==> src/rtl/lde_pkg.sv <==
package lde_pkg;

    localparam logic [1:0] LEVEL_TOP = 2'd3;

    typedef struct packed {
        logic [1:0] pre;
        logic [1:0] swing;
    } lane_req_t;

    typedef struct packed {
        logic [1:0] rsvd;
        logic       pre_max;
        logic [1:0] pre;
        logic       sw_max;
        logic [1:0] swing;
    } lane_set_t;

    typedef struct packed {
        logic       pc_max;
        logic [1:0] pc;
    } pc_set_t;

    function automatic lane_set_t encode_lane(input lane_req_t r);
        lane_set_t  o;
        logic [1:0] sw_ceil;
        o       = '0;
        sw_ceil = LEVEL_TOP - r.pre;
        if (r.pre >= LEVEL_TOP) begin
            o.pre     = LEVEL_TOP;
            o.pre_max = 1'b1;
            o.swing   = 2'd0;
        end else if (r.swing >= sw_ceil) begin
            o.pre    = r.pre;
            o.swing  = sw_ceil;
            o.sw_max = 1'b1;
        end else begin
            o.pre   = r.pre;
            o.swing = r.swing;
        end
        return o;
    endfunction

    function automatic pc_set_t encode_pc(input logic [1:0] req);
        pc_set_t o;
        o = '0;
        if (req >= LEVEL_TOP) begin
            o.pc     = LEVEL_TOP;
            o.pc_max = 1'b1;
        end else begin
            o.pc = req;
        end
        return o;
    endfunction

endpackage

==> src/rtl/lde_lane.sv <==
module lde_lane
    import lde_pkg::*;
(
    input  logic [3:0] req_nib,
    input  logic [1:0] pc_req,
    input  logic       active,
    output logic [7:0] set_byte,
    output logic [3:0] pc_nib,
    output logic [1:0] sw_lvl,
    output logic [1:0] pe_lvl,
    output logic [1:0] pc_lvl
);
    lane_set_t ls;
    pc_set_t   ps;

    always_comb begin
        ls = encode_lane(lane_req_t'(req_nib));
        ps = encode_pc(pc_req);
        if (!active) begin
            ls = '0;
            ps = '0;
        end
        set_byte = ls;
        pc_nib   = {1'b0, ps};
        sw_lvl   = ls.swing;
        pe_lvl   = ls.pre;
        pc_lvl   = ps.pc;
    end
endmodule

==> src/rtl/lde_hold.sv <==
module lde_hold #(
    parameter int W = 8
) (
    input  logic         clk,
    input  logic         rst,
    input  logic         load,
    input  logic [W-1:0] d,
    output logic [W-1:0] q,
    output logic         strobe
);
    always_ff @(posedge clk) begin
        if (rst) begin
            q      <= '0;
            strobe <= 1'b0;
        end else begin
            strobe <= load;
            if (load) q <= d;
        end
    end
endmodule

==> src/rtl/lane_drive_encoder.sv <==
module lane_drive_encoder #(
    parameter int LANES = 4
) (
    input  logic                         clk,
    input  logic                         rst,
    input  logic                         start,
    input  logic [LANES*4-1:0]           adj_req,
    input  logic [LANES*2-1:0]           pc_req,
    input  logic [$clog2(LANES+1)-1:0]   lane_cnt,
    output logic                         valid,
    output logic [LANES*8-1:0]           lane_set,
    output logic [LANES*4-1:0]           pc_set,
    output logic [LANES*2-1:0]           sw_code,
    output logic [LANES*2-1:0]           pe_code,
    output logic [LANES*2-1:0]           pc_code
);
    localparam int CNT_W  = $clog2(LANES + 1);
    localparam int SET_W  = LANES * 8;
    localparam int PCS_W  = LANES * 4;
    localparam int CODE_W = LANES * 2;
    localparam int WORD_W = SET_W + PCS_W + 3 * CODE_W;

    logic [SET_W-1:0]  nx_set;
    logic [PCS_W-1:0]  nx_pcs;
    logic [CODE_W-1:0] nx_sw, nx_pe, nx_pc;
    logic [WORD_W-1:0] nx_word, held;

    for (genvar i = 0; i < LANES; i++) begin : g_lane
        logic act;
        assign act = (lane_cnt > CNT_W'(i));
        lde_lane u_lane (
            .req_nib  (adj_req[i*4 +: 4]),
            .pc_req   (pc_req[i*2 +: 2]),
            .active   (act),
            .set_byte (nx_set[i*8 +: 8]),
            .pc_nib   (nx_pcs[i*4 +: 4]),
            .sw_lvl   (nx_sw[i*2 +: 2]),
            .pe_lvl   (nx_pe[i*2 +: 2]),
            .pc_lvl   (nx_pc[i*2 +: 2])
        );
    end

    assign nx_word = {nx_set, nx_pcs, nx_sw, nx_pe, nx_pc};

    lde_hold #(.W(WORD_W)) u_hold (
        .clk    (clk),
        .rst    (rst),
        .load   (start),
        .d      (nx_word),
        .q      (held),
        .strobe (valid)
    );

    assign {lane_set, pc_set, sw_code, pe_code, pc_code} = held;
endmodule

==> config.mk <==
export PLATFORM = sky130hd
export DESIGN_NAME = lane_drive_encoder
export DESIGN_NICKNAME = d
export VERILOG_FILES = /design/src/rtl/lde_pkg.sv /design/src/rtl/lde_lane.sv /design/src/rtl/lde_hold.sv /design/src/rtl/lane_drive_encoder.sv
export SDC_FILE = /design/constraint.sdc
export NUM_CORES = 1
export LEC_CHECK = 0
export CAP_MARGIN = 10
export CORE_MARGIN = 10
export CORE_UTILIZATION = 43
export DETAILED_ROUTE_END_ITERATION = 6
export GPL_TIMING_DRIVEN = 0
export MAX_ROUTING_LAYER = met4
export PLACE_DENSITY = 0.85
export SYNTH_ARGS = -nofsm -noshare
export SYNTH_HDL_FRONTEND = slang
export SYNTH_SLANG_ARGS = --single-unit
==> constraint.sdc <==
create_clock -name clk -period 3.5 [get_ports clk]
set_clock_uncertainty 0.2 [all_clocks]
set_input_delay 0.7 -clock clk [delete_from_list [all_inputs] [get_ports clk]]
set_output_delay 0.7 -clock clk [all_outputs]
set_load 0.05 [all_outputs]
Yosys cells after proc, flatten, opt, wreduce, memory -nomap -nowiden
Index checks and enable logic that the tools add are counted.
{"block": "totals", "ff_bits": 69, "inputBits": 30, "output_inout_bits": 73, "word_cells": 62}
{"block": "op_classes", "add_sub_neg": 4, "order_cmp": 16, "mux": 40}
{"cell": "two-way mux 2 bit", "count": 16}
{"cell": "two-way mux 6 bit", "count": 4}
{"cell": ">= comparator 2 bit (second input constant)", "count": 8}
{"cell": "two-way mux 1 bit", "count": 16}
{"cell": "two-way mux 3 bit", "count": 4}
{"cell": ">= comparator 2 bit", "count": 4}
{"cell": "subtractor 2 bit (first input constant)", "count": 4}
{"cell": "> comparator 3 x 1 -> 1 bit (second input constant)", "count": 2}
{"cell": "> comparator 3 x 2 -> 1 bit (second input constant)", "count": 2}

Longest topological paths before layout
Gate-level depths: netlist of run 1.
{"block": "logic_depth", "ltp_word": 5, "depth_mapped": 6, "ltp_nobuf": 6}

By module
A second synthesis of run 1 with hierarchy kept.
{"block": "hier_totals", "hier_cells": 358, "area_unflattened_um2": 3562.2}
{"module": "lde_hold", "instances": 1, "cells_per_inst": 234, "area_per_inst_um2": 2651.3, "seq_area_each_um2": 1461.4}
{"module": "lde_lane", "instances": 4, "cells_per_inst": 30, "area_per_inst_um2": 221.5, "seq_area_each_um2": 0.0}
{"module": "lane_drive_encoder", "instances": 1, "cells_per_inst": 4, "area_per_inst_um2": 25.0, "seq_area_each_um2": 0.0}

Worst setup path after synthesis of run 1
No wires, ideal clock.
{"block": "synth_path", "path_kind": "input-to-reg", "startpoint": "input port lane_cnt[2]", "endpoint": "register u_hold.q[42]", "setup_time_ps": 132, "arrival_time_ps": 1543, "t_required_ps": 3168, "path_slack_ps": 1624, "path_stages": 6, "n_path_buf": 2, "path_cell_list": "buf_6 or3_4 buf_6 o211ai_2 nand2b_1 a21oi_1"}
{"block": "synth_via", "elab_chain_len": 2}
{"item": "start: declaration", "line_no": "lane_drive_encoder.sv:9", "rtl": "input logic [$clog2(LANES+1)-1:0] lane_cnt,"}
{"item": "> comparator 3 x 1 -> 1 bit", "line_no": "lane_drive_encoder.sv:30", "rtl": "assign act = (lane_cnt > CNT_W'(i));"}
{"item": "two-way mux 6 bit", "line_no": "lde_lane.sv:19", "rtl": "if (!active) begin"}
{"item": "end signal: assignment", "line_no": "lde_hold.sv:13", "rtl": "q <= '0;"}
{"item": "end signal: assignment", "line_no": "lde_hold.sv:17", "rtl": "if (load) q <= d;"}
{"item": "end: declaration", "line_no": "lde_hold.sv:8", "rtl": "output logic [W-1:0] q,"}
No other way between the ends.
A chain may end at the register's enable or synchronous reset.

==> results of run 1 <==
## per-layer routing
metal,routed length [µm],up-vias,share of wire
li1,-,958,-
met1,2500,888,0.41
met2,2970,79,0.49
met3,553,7,0.091
met4,58,0,0.0095
met5,0,-,0
## cell families (layout without fill, tap and decap cells)
group	after synthesis	in the layout
AOI/OAI and AO/OA	44	44
adders and majority gates	12	12
buffers and inverters	63	158
DFF	37	37
muxes	4	4
other	1	12
and+or+nand+nor	78	78
## sequential cells by signal, summed over array words and instances (netlist names)
name           cells
u_hold.q          36
u_hold.strobe      1
## per-stage QoR
| stage | cell area (µm²) | setup WS (ns) | total power, mW | cells | hold WS (ns) |
|---|---|---|---|---|---|
| 2_1_floorplan | 2080 | 1.62 | 0.700 | 250 | 0.490 |
| 3_3_place_gp | 3030 | 1.01 | 0.817 | 392 | 0.256 |
| 3_5_place_dp | 3030 | 0.978 | 0.822 | 392 | 0.265 |
| 4_1_cts | 3120 | 1.00 | 1.12 | 399 | 0.275 |
| 5_1_grt | 3120 | 0.968 | 1.16 | 399 | 0.302 |
| 6_report | 3120 | 1.01 | 1.12 | 399 | 0.273 |
## final timing paths
kind	from	endpoint	slack, ns
setup reg to reg	u_hold.q[56]	u_hold.q[56]	2.52
setup / recovery	u_hold.q[60]	pe_code[5]	1.01
hold / removal	u_hold.q[38]	u_hold.q[38]	0.27
hold reg to reg	u_hold.q[38]	u_hold.q[38]	0.27
## area by class of cell
type | instances | area share
buffer | 50 | 0.110
clock buffer | 7 | 0.0277
inverter | 13 | 0.0156
multi-input combinational | 150 | 0.305
sequential | 37 | 0.237
tap | 54 | 0.0217
timing repair buffer | 88 | 0.282
## placed cells by master, fill, tap and decap left out, drive strengths merged, types with 12 or more instances in the layout
master / instances
dfxtp: 37
nand2b: 28
conb: 12
a21oi: 31
clkbuf: 14
buf: 43
nand3: 16
clkdlybuf4s50: 88
inv: 13
ha: 12
## Yosys cell counts
master and number:
dfxtp_1 37, buf_4 36, buf_6 2, conb_1 1, clkbuf_1 7, mux2i_1 4, o31ai_1 2, nand2b_1 28
nor3b_1 2, or2_2 1, a31o_2 2, nor2b_1 11, nand3b_1 2, or3_4 1, o21bai_1 4, a31oi_1 2
buf_2 5, o211ai_2 1, inv_1 13, nand2_1 2, nand3_1 16, nand4_1 8, o211ai_1 1, and3_1 1
a21oi_1 31, ha_1 12, nor2_1 6, a21o_1 1
## critical path, delay by kind of cell (launching register included)
family | cells | cell delay (ns)
buffers and inverters | 2 | 0.93
DFF | 1 | 0.38
## power breakdown
| group | internal, mW | total [mW] | switching [mW] |
|---|---|---|---|
| sequential | 0.440 | 0.452 | 0.0128 |
| clock | 0.156 | 0.304 | 0.147 |
| combinational | 0.139 | 0.360 | 0.220 |
| total | 0.735 | 1.12 | 0.381 |
==> flow_metrics.py, run 1 <==
metrics = {
    "die": {
        "die-width_um": 88.9,
        "rows": 25,
        "io_pins": 103,
        "die-area_mm2": 0.00791,
        "core_mm2": 0.00466,
        "start_util": 0.438,
        "die_h_um": 88.9,
    },
    "sta": {
        "rsz0062_at_grt": "false",
        "fin_crit_sh": 0.713,
        "slew_headroom": 0.638,
        "max_clock_freq_mhz": 401,
        "setup_viol_count_final": 0,
        "period_needed_ns": 2.49,
        "hold_viol_final": 0,
        "finalMaxSlewViolations": 0,
        "fin_tns_setup_ns": 0,
        "worstMarginPinSlew_ns": 0.543,
    },
    "status": {
        "status": "completed",
    },
    "clock_tree": {
        "cts_buffer_depth": 2,
        "postCtsHoldBufs": 0,
        "cts_resized": 0,
        "cts_post_setup_buffers_inserted": 0,
        "h-tree-depth": 2,
        "cts_root_buffer": "clkbuf_8",
        "cts.sinks": 37,
        "path_clk_slew_ns": 0.07,
        "cts_tree": "built",
        "clkLatencyLatePin_ns": 0.28,
        "cts_made_buffers": 5,
    },
    "global_routing": {
        "grt_pass1_vias": 1958,
        "grtUsageMet2": 0.264,
        "overflow": 0,
        "grt_first_pass_wirelength_um": 9200,
        "grt.busiest_layer": "met2",
        "grt_util_met3": 0.0602,
        "antenna_found_initial": 0,
        "use_met1": 0.161,
        "grt_max_degree": 11,
        "grt_usage": 0.152,
    },
    "yosys": {
        "synth_simple_gate_area_frac": 0.224,
        "synth_top_area_share": 0.363,
        "synth.distinct_cells": 28,
        "synth_top_family_by_area": "simple AND/OR/NAND/NOR gates",
        "synth_top_area_cell": "dfxtp_1",
        "syn_area_mm2": 0.00204,
        "synth_seq_cells": 37,
        "yosys.area_share.adder": 0.0735,
        "synth-compound-area-share": 0.126,
        "synth-seq-area-share": 0.363,
        "synth_xor_area_frac": 0,
        "synth.avg_cell_area_um2": 8.55,
        "synth_cells": 239,
        "muxShareOfSynthArea": 0.0196,
        "synthTopCellsByArea": "dfxtp_1, buf_4, nand2b_1",
        "ys_warn_count": 0,
    },
    "critical_path": {
        "crit_type": "flip-flop to output pin",
        "cp_cell_sequence": "buf_4, clkdlybuf4s50_1",
        "cp_max_fo": 3,
        "crit_arrival_ns": 1.59,
        "ff2ff_path_depth": 2,
        "end_kind": "output pin",
        "worstSetupStartpointType": "flip-flop",
        "slowest_delay_ns": 0.80,
        "slowest_stage": "clkdlybuf4s50_1",
        "worstPathRequired_ns": 2.60,
    },
    "final_layout": {
        "final_util": 0.669,
        "drive_gt1_frac": 0.157,
        "diodes": 0,
        "area_growth_pct": 52.7,
        "multi_input_area_um2": 951,
        "nFillCells": 400,
        "ff_latch_area_um2": 741,
        "nNetsFinal": 387,
    },
    "route": {
        "dr.pass1.iters": 4,
        "routed_via_density": 4.84,
        "drc": 0,
        "wl_um": 6080,
        "ant_nets": 0,
        "wl_per_cell_um": 15.2,
        "first_iter_violations": 88,
        "vias": 1932,
    },
    "worst_hold_path": {
        "min_path_cells": 2,
        "min-delay-path-class": "flip-flop to flip-flop",
    },
    "power": {
        "peakVddDrop_mv": 0.207,
        "power_leakage_nw": 1.32,
        "power.density_mw_per_mm2": 358,
    },
    "run": {
        "max-cap-violations": 0,
    },
    "placement": {
        "place.gp.congestion": 0.813,
        "port_buffers": 88,
        "hpwl_um": 4810,
    },
}
(Power assumes the default switching activity.)
==> run 2: changes to the inputs <==
CORE_UTILIZATION = 40   (was 43)
PLACE_DENSITY = 0.8   (was 0.85)
clock period = 2.45 ns   (was 3.5 ns; I/O delays follow)
==> flow_metrics.py, run 2 (synthesized netlist as in run 1, its figures left out) <==
metrics = {
    "critical_path": {
        "end_kind": "output pin",
        "ff2ff_path_depth": 2,
        "crit_type": "flip-flop to output pin",
        "crit_arrival_ns": 1.59,
        "cp_max_fo": 3,
        "worstPathRequired_ns": 1.76,
        "worstSetupStartpointType": "flip-flop",
    },
    "sta": {
        "worstMarginPinSlew_ns": 0.533,
        "slew_headroom": 0.645,
        "rsz0062_at_grt": "false",
        "max_clock_freq_mhz": 439,
        "fin_tns_setup_ns": 0,
        "setup_viol_count_final": 0,
        "fin_crit_sh": 0.930,
        "hold_viol_final": 0,
        "finalMaxSlewViolations": 0,
        "period_needed_ns": 2.28,
    },
    "clock_tree": {
        "cts_resized": 0,
        "cts_root_buffer": "clkbuf_8",
        "clkLatencyLatePin_ns": 0.28,
        "cts_made_buffers": 5,
        "path_clk_slew_ns": 0.07,
        "cts.sinks": 37,
        "postCtsHoldBufs": 0,
        "cts_tree": "built",
        "cts_post_setup_buffers_inserted": 0,
        "cts_buffer_depth": 2,
        "h-tree-depth": 2,
    },
    "route": {
        "first_iter_violations": 77,
        "drc": 0,
        "dr.pass1.iters": 4,
        "ant_nets": 0,
        "vias": 1934,
        "wl_per_cell_um": 14.9,
        "routed_via_density": 4.69,
        "wl_um": 6130,
    },
    "die": {
        "core_mm2": 0.00485,
        "io_pins": 103,
        "rows": 25,
        "start_util": 0.421,
        "die-area_mm2": 0.00837,
        "die_h_um": 91.5,
        "die-width_um": 91.5,
    },
    "power": {
        "peakVddDrop_mv": 0.290,
        "power_leakage_nw": 1.32,
        "power.density_mw_per_mm2": 504,
    },
    "placement": {
        "place.gp.congestion": 0.804,
        "port_buffers": 88,
        "post_dp_cell_area_mm2": 0.00305,
        "hpwl_um": 4860,
    },
    "final_layout": {
        "regMostFlops": "u_hold.q",
        "final_cell_mix": "clkdlybuf4s50_1, dfxtp_1, buf_4, a21oi_1, nand2b_1",
        "area_growth_pct": 53.5,
        "design_area_mm2": 0.00314,
        "largest_reg_flops": 36,
        "drive_gt1_frac": 0.157,
        "diodes": 0,
        "nFillCells": 433,
        "reg_top3": "u_hold.q: 36 flops, u_hold.strobe: 1 flops",
        "final_common_cell": "clkdlybuf4s50_1",
        "nNetsFinal": 387,
    },
    "global_routing": {
        "antenna_found_initial": 0,
        "grt_usage": 0.148,
        "grt_first_pass_wirelength_um": 9890,
        "overflow": 0,
        "grt_max_degree": 11,
        "grt_pass1_vias": 2046,
    },
    "worst_hold_path": {
        "min-delay-path-class": "flip-flop to flip-flop",
        "min_path_cells": 2,
    },
    "status": {
        "status": "completed",
    },
    "run": {
        "max-cap-violations": 0,
    },
}
==> run 2: final cells by class <==
type / count / area, µm² / area share
Inverter: 13 / 48.8 / 0.0156
Tap cell: 67 / 83.8 / 0.0267
Buffer: 50 / 344 / 0.110
Sequential cell: 37 / 741 / 0.236
Multi-Input combinational cell: 150 / 951 / 0.303
Clock buffer: 7 / 86.3 / 0.0275
Timing Repair Buffer: 88 / 881 / 0.281
==> run 2: path summary, 6_finish.rpt <==
kind / start / to / slack (ns)
worst max-delay path: u_hold.q[60] / pe_code[5] / 0.17
worst min-delay path: u_hold.q[30] / u_hold.q[30] / 0.27
worst max register to register: u_hold.q[56] / u_hold.q[56] / 1.46
worst min register to register: u_hold.q[30] / u_hold.q[30] / 0.27
==> run 2: routing by layer <==
layer	track usage	wire length [µm]	up-vias	part of all wire
li1	-	-	958	-
met1	0.170	2760	896	0.45
met2	0.244	2940	73	0.48
met3	0.0494	378	7	0.062
met4	0.0326	52	0	0.0085
met5	-	0	-	0
==> run 2: worst max-delay path, stage by stage (launching register included) <==
cell and delay (ns):
dfxtp_1 0.38, buf_4 0.12, clkdlybuf4s50_1 0.80
==> run 2: through the flow <==
stage / utilization / total power [mW] / cells / worst slack [ns] / hold slack (ns)
finish: 0.647 / 1.58 / 412 / 0.171 / 0.273
global route: 0.647 / 1.65 / 412 / 0.125 / 0.299
CTS: 0.647 / 1.60 / 412 / 0.170 / 0.272
detailed placement: 0.629 / 1.17 / 405 / 0.130 / 0.262
global placement: 0.629 / 1.17 / 405 / 0.170 / 0.257
floorplan: - / 0.999 / 250 / 0.784 / 0.448
==> run 2: report_power, final <==
part	internal (mW)	switching [mW]
logic	0.199	0.315
registers	0.628	0.0181
clock network	0.223	0.197
